[config.mk]
export PLATFORM = sky130hd
export DESIGN_NAME = mont_mul_r2
export DESIGN_NICKNAME = d
export VERILOG_FILES = /design/src/rtl/mont_pkg.sv /design/src/rtl/mont_csa_step.sv /design/src/rtl/mont_cla_adder.sv /design/src/rtl/mont_cond_sub.sv /design/src/rtl/mont_mul_r2.sv
export SDC_FILE = /design/constraint.sdc
export NUM_CORES = 1
export LEC_CHECK = 0
export BUFFER_PORTS_ARGS = -buffer_cell sky130_fd_sc_hd__buf_2
export CORE_MARGIN = 3
export CORE_UTILIZATION = 61
export CTS_CLUSTER_DIAMETER = 50
export DETAILED_ROUTE_END_ITERATION = 10
export PLACE_DENSITY = 0.92
export SYNTH_ARGS = -nofsm -noshare
export SYNTH_HDL_FRONTEND = slang
export SYNTH_SLANG_ARGS = --single-unit
[constraint.sdc]
create_clock -name clk -period 8.75 [get_ports clk]
set_clock_uncertainty 0.15 [all_clocks]
set_input_delay 0.4375 -clock clk [delete_from_list [all_inputs] [get_ports clk]]
set_output_delay 0.4375 -clock clk [all_outputs]
set_load 0.1 [all_outputs]
[src/rtl/mont_pkg.sv]
package mont_pkg;

   // Control sequence of one multiplication
   typedef enum logic [1:0] {
      MM_IDLE = 2'd0,
      MM_ITER = 2'd1,
      MM_SUM  = 2'd2,
      MM_FIX  = 2'd3
   } mm_state_e;

   // Cycles spent after the bit loop: one merge, one correction
   localparam int unsigned MM_TAIL_CYCLES = 2;

endpackage

[src/rtl/mont_csa_step.sv]
// One radix-2 iteration on a redundant (sum, carry) accumulator.
module mont_csa_step #(
   parameter int unsigned WIDTH = 32
) (
   input  logic [WIDTH+1:0] s_in,
   input  logic [WIDTH+1:0] c_in,
   input  logic             x_bit,
   input  logic [WIDTH-1:0] y_val,
   input  logic [WIDTH-1:0] n_val,
   output logic [WIDTH+1:0] s_out,
   output logic [WIDTH+1:0] c_out
);

   localparam int unsigned AW = WIDTH + 2;

   logic          q_bit;
   logic [AW-1:0] y_term;
   logic [AW-1:0] n_term;
   logic [AW-1:0] s1;
   logic [AW-2:0] m1;
   logic [AW-1:0] c1;
   logic [AW-1:1] s2;
   logic [AW-2:0] m2;

   // Parity of the redundant value plus the x_k*y0 term
   assign q_bit  = s_in[0] ^ c_in[0] ^ (x_bit & y_val[0]);
   assign y_term = x_bit ? {2'b00, y_val} : '0;
   assign n_term = q_bit ? {2'b00, n_val} : '0;

   genvar i;

   // First 3:2 layer: accumulator plus x_k*Y
   for (i = 0; i < AW; i++) begin : g_l1_sum
      assign s1[i] = s_in[i] ^ c_in[i] ^ y_term[i];
   end
   for (i = 0; i < AW - 1; i++) begin : g_l1_maj
      assign m1[i] = (s_in[i] & c_in[i]) | (s_in[i] & y_term[i]) | (c_in[i] & y_term[i]);
   end
   assign c1 = {m1, 1'b0};

   // Second 3:2 layer: plus q*N; bit 0 of the sum is zero by choice of q
   for (i = 1; i < AW; i++) begin : g_l2_sum
      assign s2[i] = s1[i] ^ c1[i] ^ n_term[i];
   end
   for (i = 0; i < AW - 1; i++) begin : g_l2_maj
      assign m2[i] = (s1[i] & c1[i]) | (s1[i] & n_term[i]) | (c1[i] & n_term[i]);
   end

   // Exact halving of both vectors
   assign s_out = {1'b0, s2};
   assign c_out = {1'b0, m2};

endmodule

[src/rtl/mont_cla_adder.sv]
// Block carry-lookahead adder; carry out of the top bit is not produced.
module mont_cla_adder #(
   parameter int unsigned AW  = 34,
   parameter int unsigned BLK = 4
) (
   input  logic [AW-1:0] a,
   input  logic [AW-1:0] b,
   output logic [AW-1:0] sum
);

   localparam int unsigned NG = (AW + BLK - 1) / BLK;

   logic [AW-2:0] gen;
   logic [AW-1:0] prop;
   logic [AW-1:0] cy;

   assign gen  = a[AW-2:0] & b[AW-2:0];
   assign prop = a ^ b;

   if (NG == 1) begin : g_one_block
      always_comb begin
         cy[0] = 1'b0;
         for (int idx = 1; idx < AW; idx++) begin
            cy[idx] = gen[idx-1] | (prop[idx-1] & cy[idx-1]);
         end
      end
   end else begin : g_multi_block
      logic [NG-2:0] blk_g;
      logic [NG-2:0] blk_p;
      logic [NG-1:0] blk_cin;

      always_comb begin
         // Group generate / propagate for every block below the top one
         for (int k = 0; k < NG - 1; k++) begin
            blk_g[k] = 1'b0;
            blk_p[k] = 1'b1;
            for (int j = 0; j < BLK; j++) begin
               blk_g[k] = gen[k*BLK+j] | (prop[k*BLK+j] & blk_g[k]);
               blk_p[k] = blk_p[k] & prop[k*BLK+j];
            end
         end
         // Lookahead chain across blocks
         blk_cin[0] = 1'b0;
         for (int k = 1; k < NG; k++) begin
            blk_cin[k] = blk_g[k-1] | (blk_p[k-1] & blk_cin[k-1]);
         end
         // Carries inside each block start from its lookahead carry
         for (int idx = 0; idx < AW; idx++) begin
            if (idx % BLK == 0) begin
               cy[idx] = blk_cin[idx/BLK];
            end else begin
               cy[idx] = gen[idx-1] | (prop[idx-1] & cy[idx-1]);
            end
         end
      end
   end

   assign sum = prop ^ cy;

endmodule

[src/rtl/mont_cond_sub.sv]
// Maps a value in [0, 2N) into [0, N) with at most one subtraction.
module mont_cond_sub #(
   parameter int unsigned WIDTH = 32
) (
   input  logic [WIDTH+1:0] val,
   input  logic [WIDTH-1:0] n_val,
   output logic [WIDTH-1:0] r
);

   logic below;

   assign below = val < {2'b00, n_val};
   assign r     = below ? val[WIDTH-1:0] : (val[WIDTH-1:0] - n_val);

endmodule

[src/rtl/mont_mul_r2.sv]
module mont_mul_r2
   import mont_pkg::*;
#(
   parameter int unsigned WIDTH   = 32,
   parameter int unsigned CLA_BLK = 4
) (
   input  logic             clk,
   input  logic             rst_n,
   input  logic             start,
   input  logic [WIDTH-1:0] op_x,
   input  logic [WIDTH-1:0] op_y,
   input  logic [WIDTH-1:0] modulus,
   output logic             busy,
   output logic             done,
   output logic [WIDTH-1:0] result
);

   localparam int unsigned AW      = WIDTH + 2;
   localparam int unsigned CW      = (WIDTH > 1) ? $clog2(WIDTH) : 1;
   localparam int unsigned LATENCY = WIDTH + MM_TAIL_CYCLES;

   if (WIDTH < 2) begin : g_bad_width
      $error("mont_mul_r2: WIDTH must be at least 2");
   end
   if (CLA_BLK < 1 || CLA_BLK > AW) begin : g_bad_blk
      $error("mont_mul_r2: CLA_BLK must lie in 1..WIDTH+2");
   end
   if (LATENCY != WIDTH + 2) begin : g_bad_tail
      $error("mont_mul_r2: tail cycle count mismatch");
   end

   mm_state_e     state;
   logic [CW-1:0] bit_cnt;
   logic [WIDTH-1:0] x_sh;
   logic [WIDTH-1:0] y_q;
   logic [WIDTH-1:0] n_q;
   logic [AW-1:0] acc_s;
   logic [AW-1:0] acc_c;
   logic [AW-1:0] merged_q;
   logic [WIDTH-1:0] res_q;
   logic          done_q;

   logic [AW-1:0] nxt_s;
   logic [AW-1:0] nxt_c;
   logic [AW-1:0] merged;
   logic [WIDTH-1:0] reduced;

   mont_csa_step #(.WIDTH(WIDTH)) u_step (
      .s_in  (acc_s),
      .c_in  (acc_c),
      .x_bit (x_sh[0]),
      .y_val (y_q),
      .n_val (n_q),
      .s_out (nxt_s),
      .c_out (nxt_c)
   );

   mont_cla_adder #(.AW(AW), .BLK(CLA_BLK)) u_merge (
      .a   (acc_s),
      .b   (acc_c),
      .sum (merged)
   );

   mont_cond_sub #(.WIDTH(WIDTH)) u_fix (
      .val   (merged_q),
      .n_val (n_q),
      .r     (reduced)
   );

   always_ff @(posedge clk) begin
      if (!rst_n) begin
         state    <= MM_IDLE;
         bit_cnt  <= '0;
         x_sh     <= '0;
         y_q      <= '0;
         n_q      <= '0;
         acc_s    <= '0;
         acc_c    <= '0;
         merged_q <= '0;
         res_q    <= '0;
         done_q   <= 1'b0;
      end else begin
         done_q <= 1'b0;
         case (state)
            MM_IDLE: begin
               if (start) begin
                  x_sh    <= op_x;
                  y_q     <= op_y;
                  n_q     <= modulus;
                  acc_s   <= '0;
                  acc_c   <= '0;
                  bit_cnt <= '0;
                  state   <= MM_ITER;
               end
            end
            MM_ITER: begin
               acc_s   <= nxt_s;
               acc_c   <= nxt_c;
               x_sh    <= {1'b0, x_sh[WIDTH-1:1]};
               bit_cnt <= bit_cnt + CW'(1);
               if (bit_cnt == CW'(WIDTH - 1)) begin
                  state <= MM_SUM;
               end
            end
            MM_SUM: begin
               merged_q <= merged;
               state    <= MM_FIX;
            end
            MM_FIX: begin
               res_q  <= reduced;
               done_q <= 1'b1;
               state  <= MM_IDLE;
            end
            default: state <= MM_IDLE;
         endcase
      end
   end

   assign busy   = (state != MM_IDLE);
   assign done   = done_q;
   assign result = res_q;

endmodule

Word level (Yosys, flattened, before mapping)
Index checks and enable logic that the tools add are counted.

Flip-flop bits (word level): 238. Bits of input ports: 99. Output and inout bits: 34. Logic and storage cells: 631.

Add/sub/neg operators: 2. Order comparisons: 1. Equal/unequal tests: 6. Mux-type cells: 14. Bitwise operators: 592. Reduce and logical (&&, ||, !) cells: 6.

Operators by type and width (count): AND 1 bit (267); bitwise OR 1 bit (183); one-hot mux 34 bit (2 select lines) (2); bitwise XOR 1 bit (131); two-way mux 32 bit (4); bitwise XOR 34 bit (2); one-hot mux 32 bit (2 select lines) (1); < comparator 34 x 32 -> 1 bit (1); two-way mux 34 bit (1); AND 33 bit (1); subtractor 32 bit (1); one-hot mux 5 bit (2 select lines) (1); one-hot mux 2 bit (4 select lines) (1); AND reduction 2 bit (3); adder 5 x 1 -> 5 bit, second input constant (1); equality test 5 bit, second input constant (1); two-way mux 5 bit (1); AND 1 bit, second input constant (4); equality test 2 bit, second input constant (2); two-way mux 2 bit (2); != test 2 bit, second input constant (2); nonzero test 2 bit (2); bitwise XOR 1 bit, second input constant (4); equality test 2 x 1 -> 1 bit, second input constant (1); 2 further kinds (2).

Longest topological paths before layout
Gate-level depths: netlist of the first run.

Depth after elaboration: 26. Gate-level depth with buffers: 19. Depth with buffers taken out: 19.

Modules after synthesis
From an unflattened synthesis of the first run, not the netlist that was laid out.

Cells, all modules: 1532. Area, all modules: 14177.3 µm².

By module, submodules not included: mont_mul_r2 (times used 1, cells each 919, area an instance 8857.2 µm², sequential area each 4764.6 µm²); mont_cond_sub (times used 1, cells each 356, area an instance 2309.7 µm², sequential area each 0.0 µm²); mont_csa_step (times used 1, cells each 142, area an instance 1767.9 µm², sequential area each 0.0 µm²); mont_cla_adder (times used 1, cells each 115, area an instance 1242.4 µm², sequential area each 0.0 µm²).

Worst setup path before layout of the first run
OpenSTA, ideal clock, no wires.

Kind: register to register. From: register acc_s[0]. To: register merged_q[31]. Setup time: 116 ps. Data arrival time: 4650 ps. Required time: 8484 ps. Slack: 3833 ps. Stages on the path, launching flop included: 20. Buffers on the path: 0. Clock period less this slack: 4917 ps. Path through: dfxtp_1 > ha_1 > fa_1 > fa_1 > fa_1 > a21o_1 > a21o_1 > a21oi_1 > o21ai_0 > o21ai_1 > inv_1 > a311o_1 > a221oi_1 > o21bai_1 > fa_1 > fa_1 > fa_1 > xnor2_1 > nand2_1 > o211a_1.

Cells in the longest elaborated chain, start to end: 26.

Ends and longest elaborated chain: start: declaration (RTL line mont_mul_r2.sv:37) `logic [AW-1:0] acc_s;`; start signal: assignment (RTL line mont_mul_r2.sv:97) `acc_s <= nxt_s;`; AND 33 bit (RTL line mont_cla_adder.sv:17) `assign gen = a[AW-2:0] & b[AW-2:0];`; AND 1 bit (RTL line mont_cla_adder.sv:38) `blk_g[k] = gen[k*BLK+j] | (prop[k*BLK+j] & blk_g[k]);`; bitwise OR 1 bit (RTL line mont_cla_adder.sv:38); AND 1 bit (RTL line mont_cla_adder.sv:38); bitwise OR 1 bit (RTL line mont_cla_adder.sv:38); AND 1 bit; bitwise OR 1 bit; AND 1 bit (RTL line mont_cla_adder.sv:45) `blk_cin[k] = blk_g[k-1] | (blk_p[k-1] & blk_cin[k-1]);`; [... 10 more ...]; bitwise OR 1 bit (RTL line mont_cla_adder.sv:45); AND 1 bit (RTL line mont_cla_adder.sv:52) `cy[idx] = gen[idx-1] | (prop[idx-1] & cy[idx-1]);`; bitwise OR 1 bit (RTL line mont_cla_adder.sv:52); AND 1 bit (RTL line mont_cla_adder.sv:52); bitwise OR 1 bit (RTL line mont_cla_adder.sv:52); AND 1 bit (RTL line mont_cla_adder.sv:52); bitwise OR 1 bit (RTL line mont_cla_adder.sv:52); bitwise XOR 34 bit (RTL line mont_cla_adder.sv:58) `assign sum = prop ^ cy;`; end signal: assignment (RTL line mont_mul_r2.sv:106) `merged_q <= merged;`; end: declaration (RTL line mont_mul_r2.sv:39) `logic [AW-1:0] merged_q;`.

Every way passes these cells. A chain may end at the register's enable or synchronous reset.

Worst setup path after layout of the first run
Ends and elaborated chain as after synthesis.

==> results of run 1 <==
metal layers:
metal | GRT usage, % | routed length (um)
met4 | 8.43 | 1070
met2 | 43.9 | 15600
met3 | 5.14 | 3470
met1 | 40.3 | 15000
met5 | 0 | 0
cells by family after synthesis:
family / after synthesis / synth area share, %
buf+inv: 143 / 4.04
flops: 236 / 33.9
xor+xnor: 27 / 1.70
simple gates: 496 / 17.6
fa+ha+maj: 158 / 19.0
compound gates: 367 / 19.2
mux: 63 / 4.53
power groups by stage:
stage / Clock (mW) / Combinational [mW] / Sequential [mW]
after floorplan: 0 / 1.44 / 1.52
after global placement: 0 / 1.88 / 1.41
after detailed placement: 0 / 1.94 / 1.42
after CTS: 1.18 / 1.96 / 1.39
after global routing: 1.22 / 2.16 / 1.42
final: 1.17 / 1.99 / 1.40
what timing repair did:
action                     CTS  global route
setup endpoints to repair    0             0
hold endpoints to repair    11             0
resized for setup            0             0
hold buffers                11             0
layout by cell type, fill, tap and decap left out, types with 24 or more instances in the layout:
master and instances:
and2_1 66, nor2b_1 102, dfxtp_1 236, o211a_1 41, a21boi_0 65, nand2_1 235, a22oi_1 69, mux2i_1 63
a21oi_1 38, fa_1 89, inv_1 51, clkbuf_16 27, nor2_1 24, ha_1 66, o21ai_0 50, a31oi_1 26
buf_2 131
critical path, stage by stage, from the launching register on:
cell	delay, ns
dfxtp_1	0.34
ha_1	0.22
fa_1	0.38
fa_1	0.39
fa_1	0.43
a21o_1	0.18
a21o_1	0.17
a21oi_1	0.20
o21ai_0	0.20
o21ai_1	0.31
inv_1	0.13
a311o_1	0.37
a221oi_1	0.30
o21bai_1	0.16
fa_1	0.40
fa_1	0.39
fa_1	0.40
xnor2_1	0.22
nand2_1	0.13
o211a_1	0.20
sequential cells by signal (all words and copies together), names as in the netlist:
register  count
acc_c        33
acc_s        33
bit_cnt       5
done          1
merged_q     34
n_q          32
result       32
state         2
x_sh         32
y_q          32
worst paths after layout:
| path | start | to | slack (ns) | depth (start not counted) |
|---|---|---|---|---|
| worst max-delay path | acc_s[0] | merged_q[31] | 2.97 | 19 |
| worst max register to register | acc_s[0] | merged_q[31] | 2.97 | 19 |
| worst min register to register | y_q[8] | y_q[8] | 0.31 | 2 |
| worst min-delay path | modulus[1] | n_q[1] | 0.002 | 3 |
cell type report:
class                           instances  area (um^2)  share of cell area, %
Multi-Input combinational cell       1111         8660                   55.3
Sequential cell                       236         4720                   30.1
Timing Repair Buffer                  150          826                   5.27
Clock buffer                           35          746                   4.76
Tap cell                              280          350                   2.23
Inverter                               51          191                   1.22
Clock inverter                         13          175                   1.12
through the flow:
step / setup slack [ns] / area, um^2 / util (%)
floorplan: 3.83 / 13900 / -
global placement: 3.41 / 14600 / 66.3
detailed placement: 3.27 / 14600 / 66.3
CTS: 3.10 / 15700 / 70.9
global route: 2.85 / 15700 / 70.9
finish: 2.97 / 15700 / 70.9
==> flow_summary.toml, run 1 <==
[outcome]
status = "finished clean"

[placement]
hpwl_mm = 23.6
place.gp.congestion = 0.924
dp_cells = 1817
io_buffers = 132

[pwr]
switching_share_pct = 42.0
fin_total_pwr_mw = 4.56
pwr-share-clk_pct = 25.7
peakVddDrop_mv = 0.247
pwr-share-seq_pct = 30.7
switchingPower_mw = 1.91
combPwrFrac_pct = 43.6
powerDensity_nw_per_um2 = 291
p_int_mw = 2.64
leakage_nw = 7.15

[synth]
ys.flop_type = "dfxtp_1"
post_synth_num_cell_types = 66
syn_area_um2 = 13900
yosysTopAreaCell = "dfxtp_1"
netlist.area_leader.share_pct = 33.9
synthTopCellsByCount = "dfxtp_1, nand2_1, nor2b_1"
ys_async_sr_fraction_pct = 0
syn_inst = 1490
seq_area_frac_synth_pct = 33.9
synth_edf_count = 0
synthTopCellsByArea = "dfxtp_1, fa_1, nand2_1, ha_1, nor2b_1"
ys_ff_latch = 236
synth_nets = 1747
synth.avg_cell_area_um2 = 9.34
yosysWarnings = 0

[timing]
max_freq_mhz = 173
whs_ns = 0.00216
tightestPinTransition_ns = 1.26
fin_setup_tns_ns = 0
finalSetupViolCount = 0
period_needed_ns = 5.78
slew_headroom_pct = 16.1
hold_viol = 0
fin_crit_sh_pct = 66.1
rsz0062_at_grt = "no"
slew_viol_final = 0

[layout]
nets = 1834
area_growth_pct = 12.6
final_cells = 1876
n_fill_cell = 1516
drive_gt1_share_pct = 12.9
num_antenna_cells = 0

[floorplan]
die-area_um2 = 24700
die_w_um = 157
core_region_area_um2 = 22100
die_height_um = 157
rows = 54
num_io_pins = 133
initial_core_util_pct = 63.0

[drt]
postRouteWirelength_mm = 35.2
wire_per_inst_um = 18.7
first_iter_violations = 974
ant_nets = 0
first_pass_iters = 6
route.detailed.drc = 0
vias = 11300
avgViaCountPerCell = 6.03

[clock_tree]
clockBufferDepth = 3
cts_sinks = 236
clk_pin_slew_worst_paths_ns = 0.06
cts_buffers = 27
post_cts_buffers = 0
cts_root_buffer = "clkbuf_16"
insertion_delay_ns = 0.54
ctsHtreeMaxLevel = 1
cts_tree = "yes"

[critical_path]
crit_arrival_ns = 6.07
start_kind = "flop"
worstSetupPathType = "reg -> reg"
critPathCaptureType = "flop"
required_ns = 9.03
critPathMaxFanout = 3

[global_route]
grt_pass1_vias = 11100
antenna_found_initial = 0
grt_pass1_wl_mm = 56.8
grt_overflow = 0
gr-usage-all-layers_pct = 28.1
grt_max_degree = 135

[flow_run]
max-cap-violations = 0

[worst_hold_path]
hold_class = "in -> reg"
No activity file was read; power rests on OpenSTA's default activity.
==> run 2: changes to the inputs <==
- CORE_UTILIZATION: 61 -> 54
- PLACE_DENSITY: 0.92 -> 0.87
- clock period: 8.75 -> 5.3 ns (I/O delays scaled with it)
==> run 2 against run 1 <==
Net effect: register-to-register slack worse by 2.9 ns; core utilization down 4.8 points; power up 67%; sequential share of layout area down 1.9 points; non-clock buffer count up 97; first-iteration DRC count up 1.4%; largest power group unchanged; highest routed layer unchanged.
==> flow_summary.toml, run 2 (synthesized netlist as in run 1, its figures left out) <==
[outcome]
status = "finished clean"

[pwr]
powerDensity_nw_per_um2 = 456
peakVddDrop_mv = 0.463
leakage_nw = 7.56

[clock_tree]
cts_root_buffer = "clkbuf_16"
clockBufferDepth = 3
cts_sinks = 236
cts_buffers = 29
cts_tree = "yes"
clk_pin_slew_worst_paths_ns = 0.06
insertion_delay_ns = 0.54
ctsHtreeMaxLevel = 1

[floorplan]
initial_core_util_pct = 55.1
num_io_pins = 133
rows = 58
die_w_um = 167
core_region_area_um2 = 25300
die_height_um = 167
die-area_um2 = 27700

[placement]
hpwl_mm = 23.9
dp_cells = 1877
post-place-ws_ns = -0.0478
io_buffers = 132
place.gp.congestion = 0.894

[critical_path]
critPathMaxFanout = 2
required_ns = 5.57
critPathCaptureType = "flop"
worstSetupPathType = "reg -> reg"
crit_arrival_ns = 5.49
start_kind = "flop"

[drt]
avgViaCountPerCell = 5.78
first_pass_iters = 5
wire_per_inst_um = 18.5
postRouteWirelength_mm = 37.6
route.detailed.drc = 0
first_iter_violations = 988
ant_nets = 0
vias = 11700

[layout]
post-route-util_pct = 66.2
largest_reg_flops = 34
final_cells = 2027
area_growth_pct = 20.0
nets = 1933
reg.largest.list = "merged_q x34, acc_c x33, acc_s x33"
mostFrequentLayoutCell = "dfxtp_1"
final_cell_mix = "dfxtp_1, nand2_1, buf_2, nor2b_1, dlygate4sd3_1"
drive_gt1_share_pct = 13.4
num_antenna_cells = 0
top_register = "merged_q"

[timing]
fin_crit_sh_pct = 98.4
max_freq_mhz = 192
slew_headroom_pct = 19.5
tightestPinTransition_ns = 1.20
finalSetupViolCount = 0
fin_ws_ns = 0.0835
period_needed_ns = 5.22
fin_setup_tns_ns = 0
hold_viol = 0
slew_viol_final = 0

[global_route]
gr-usage-all-layers_pct = 26.1
grt_overflow = 0
antenna_found_initial = 0
grt_pass1_vias = 11800
grt_max_degree = 119
grt_pass1_wl_mm = 60.7

[flow_run]
max-cap-violations = 0

[worst_hold_path]
hold_class = "in -> reg"
## run 2: changes by cell type in the layout (fill, tap and decap cells not counted), sizes merged
cell	before	now
dlygate4sd3	11	96
buf	139	151
inv	52	56
bufinv	4	1
clkbuf	35	38
clkinv	7	6
clkinvlp	1	2
## run 2: final timing paths
check	to	slack (ns)	depth (start not counted)	startpoint
max	merged_q[30]	0.08	18	acc_s[0]
min	acc_c[0]	0.24	4	start
max reg2reg	merged_q[30]	0.08	18	acc_s[0]
min reg2reg	y_q[17]	0.31	2	y_q[17]
## run 2: worst max-delay path, cell delays in order (launching register included)
cell and delay [ns]:
dfxtp_1 0.32, ha_1 0.21, fa_1 0.38, fa_2 0.36, fa_1 0.39, a21o_1 0.17
a21o_1 0.18, a21oi_2 0.19, o21ai_2 0.11, o21ai_2 0.19, inv_1 0.09, a311o_1 0.41
a221oi_2 0.24, o21bai_1 0.14, fa_2 0.36, fa_1 0.38, fa_1 0.47, mux2i_1 0.26
nor2b_1 0.09
## run 2: where the power goes
| group | switching, mW | internal, mW | total, mW |
|---|---|---|---|
| combinational | 2.24 | 1.15 | 3.38 |
| sequential | 0.241 | 2.08 | 2.32 |
| clock | 0.790 | 1.12 | 1.91 |
| total | 3.27 | 4.34 | 7.61 |
## run 2: final cells by class
class	instances	area, um^2
multi-input combinational	1111	8680
clock inverter	14	128
tap	330	413
inverter	51	191
clock buffer	38	800
sequential	236	4720
timing repair buffer	247	1770
fill	1905	8550
## run 2: repair_timing
action	in CTS	in global routing
pin swaps	1	4
endpoints found under the setup margin	1	2
setup buffers	0	2
hold buffers	96	0
resized for setup	2	5
endpoints found under the hold margin	96	0
## run 2: through the flow
step,hold WS (ns),total power [mW],cell area [um^2]
after floorplan,0.260,4.89,13900
after global placement,0.299,5.49,14800
after detailed placement,0.303,5.59,14800
after CTS,0.201,7.55,16700
after global routing,0.270,8.07,16700
final,0.241,7.61,16700
## run 2: layer usage
layer	track usage [%]	share of wire [%]
met3	3.94	7.2
met2	43.0	46
met4	7.07	2.7
met1	36.2	44
met5	0	0
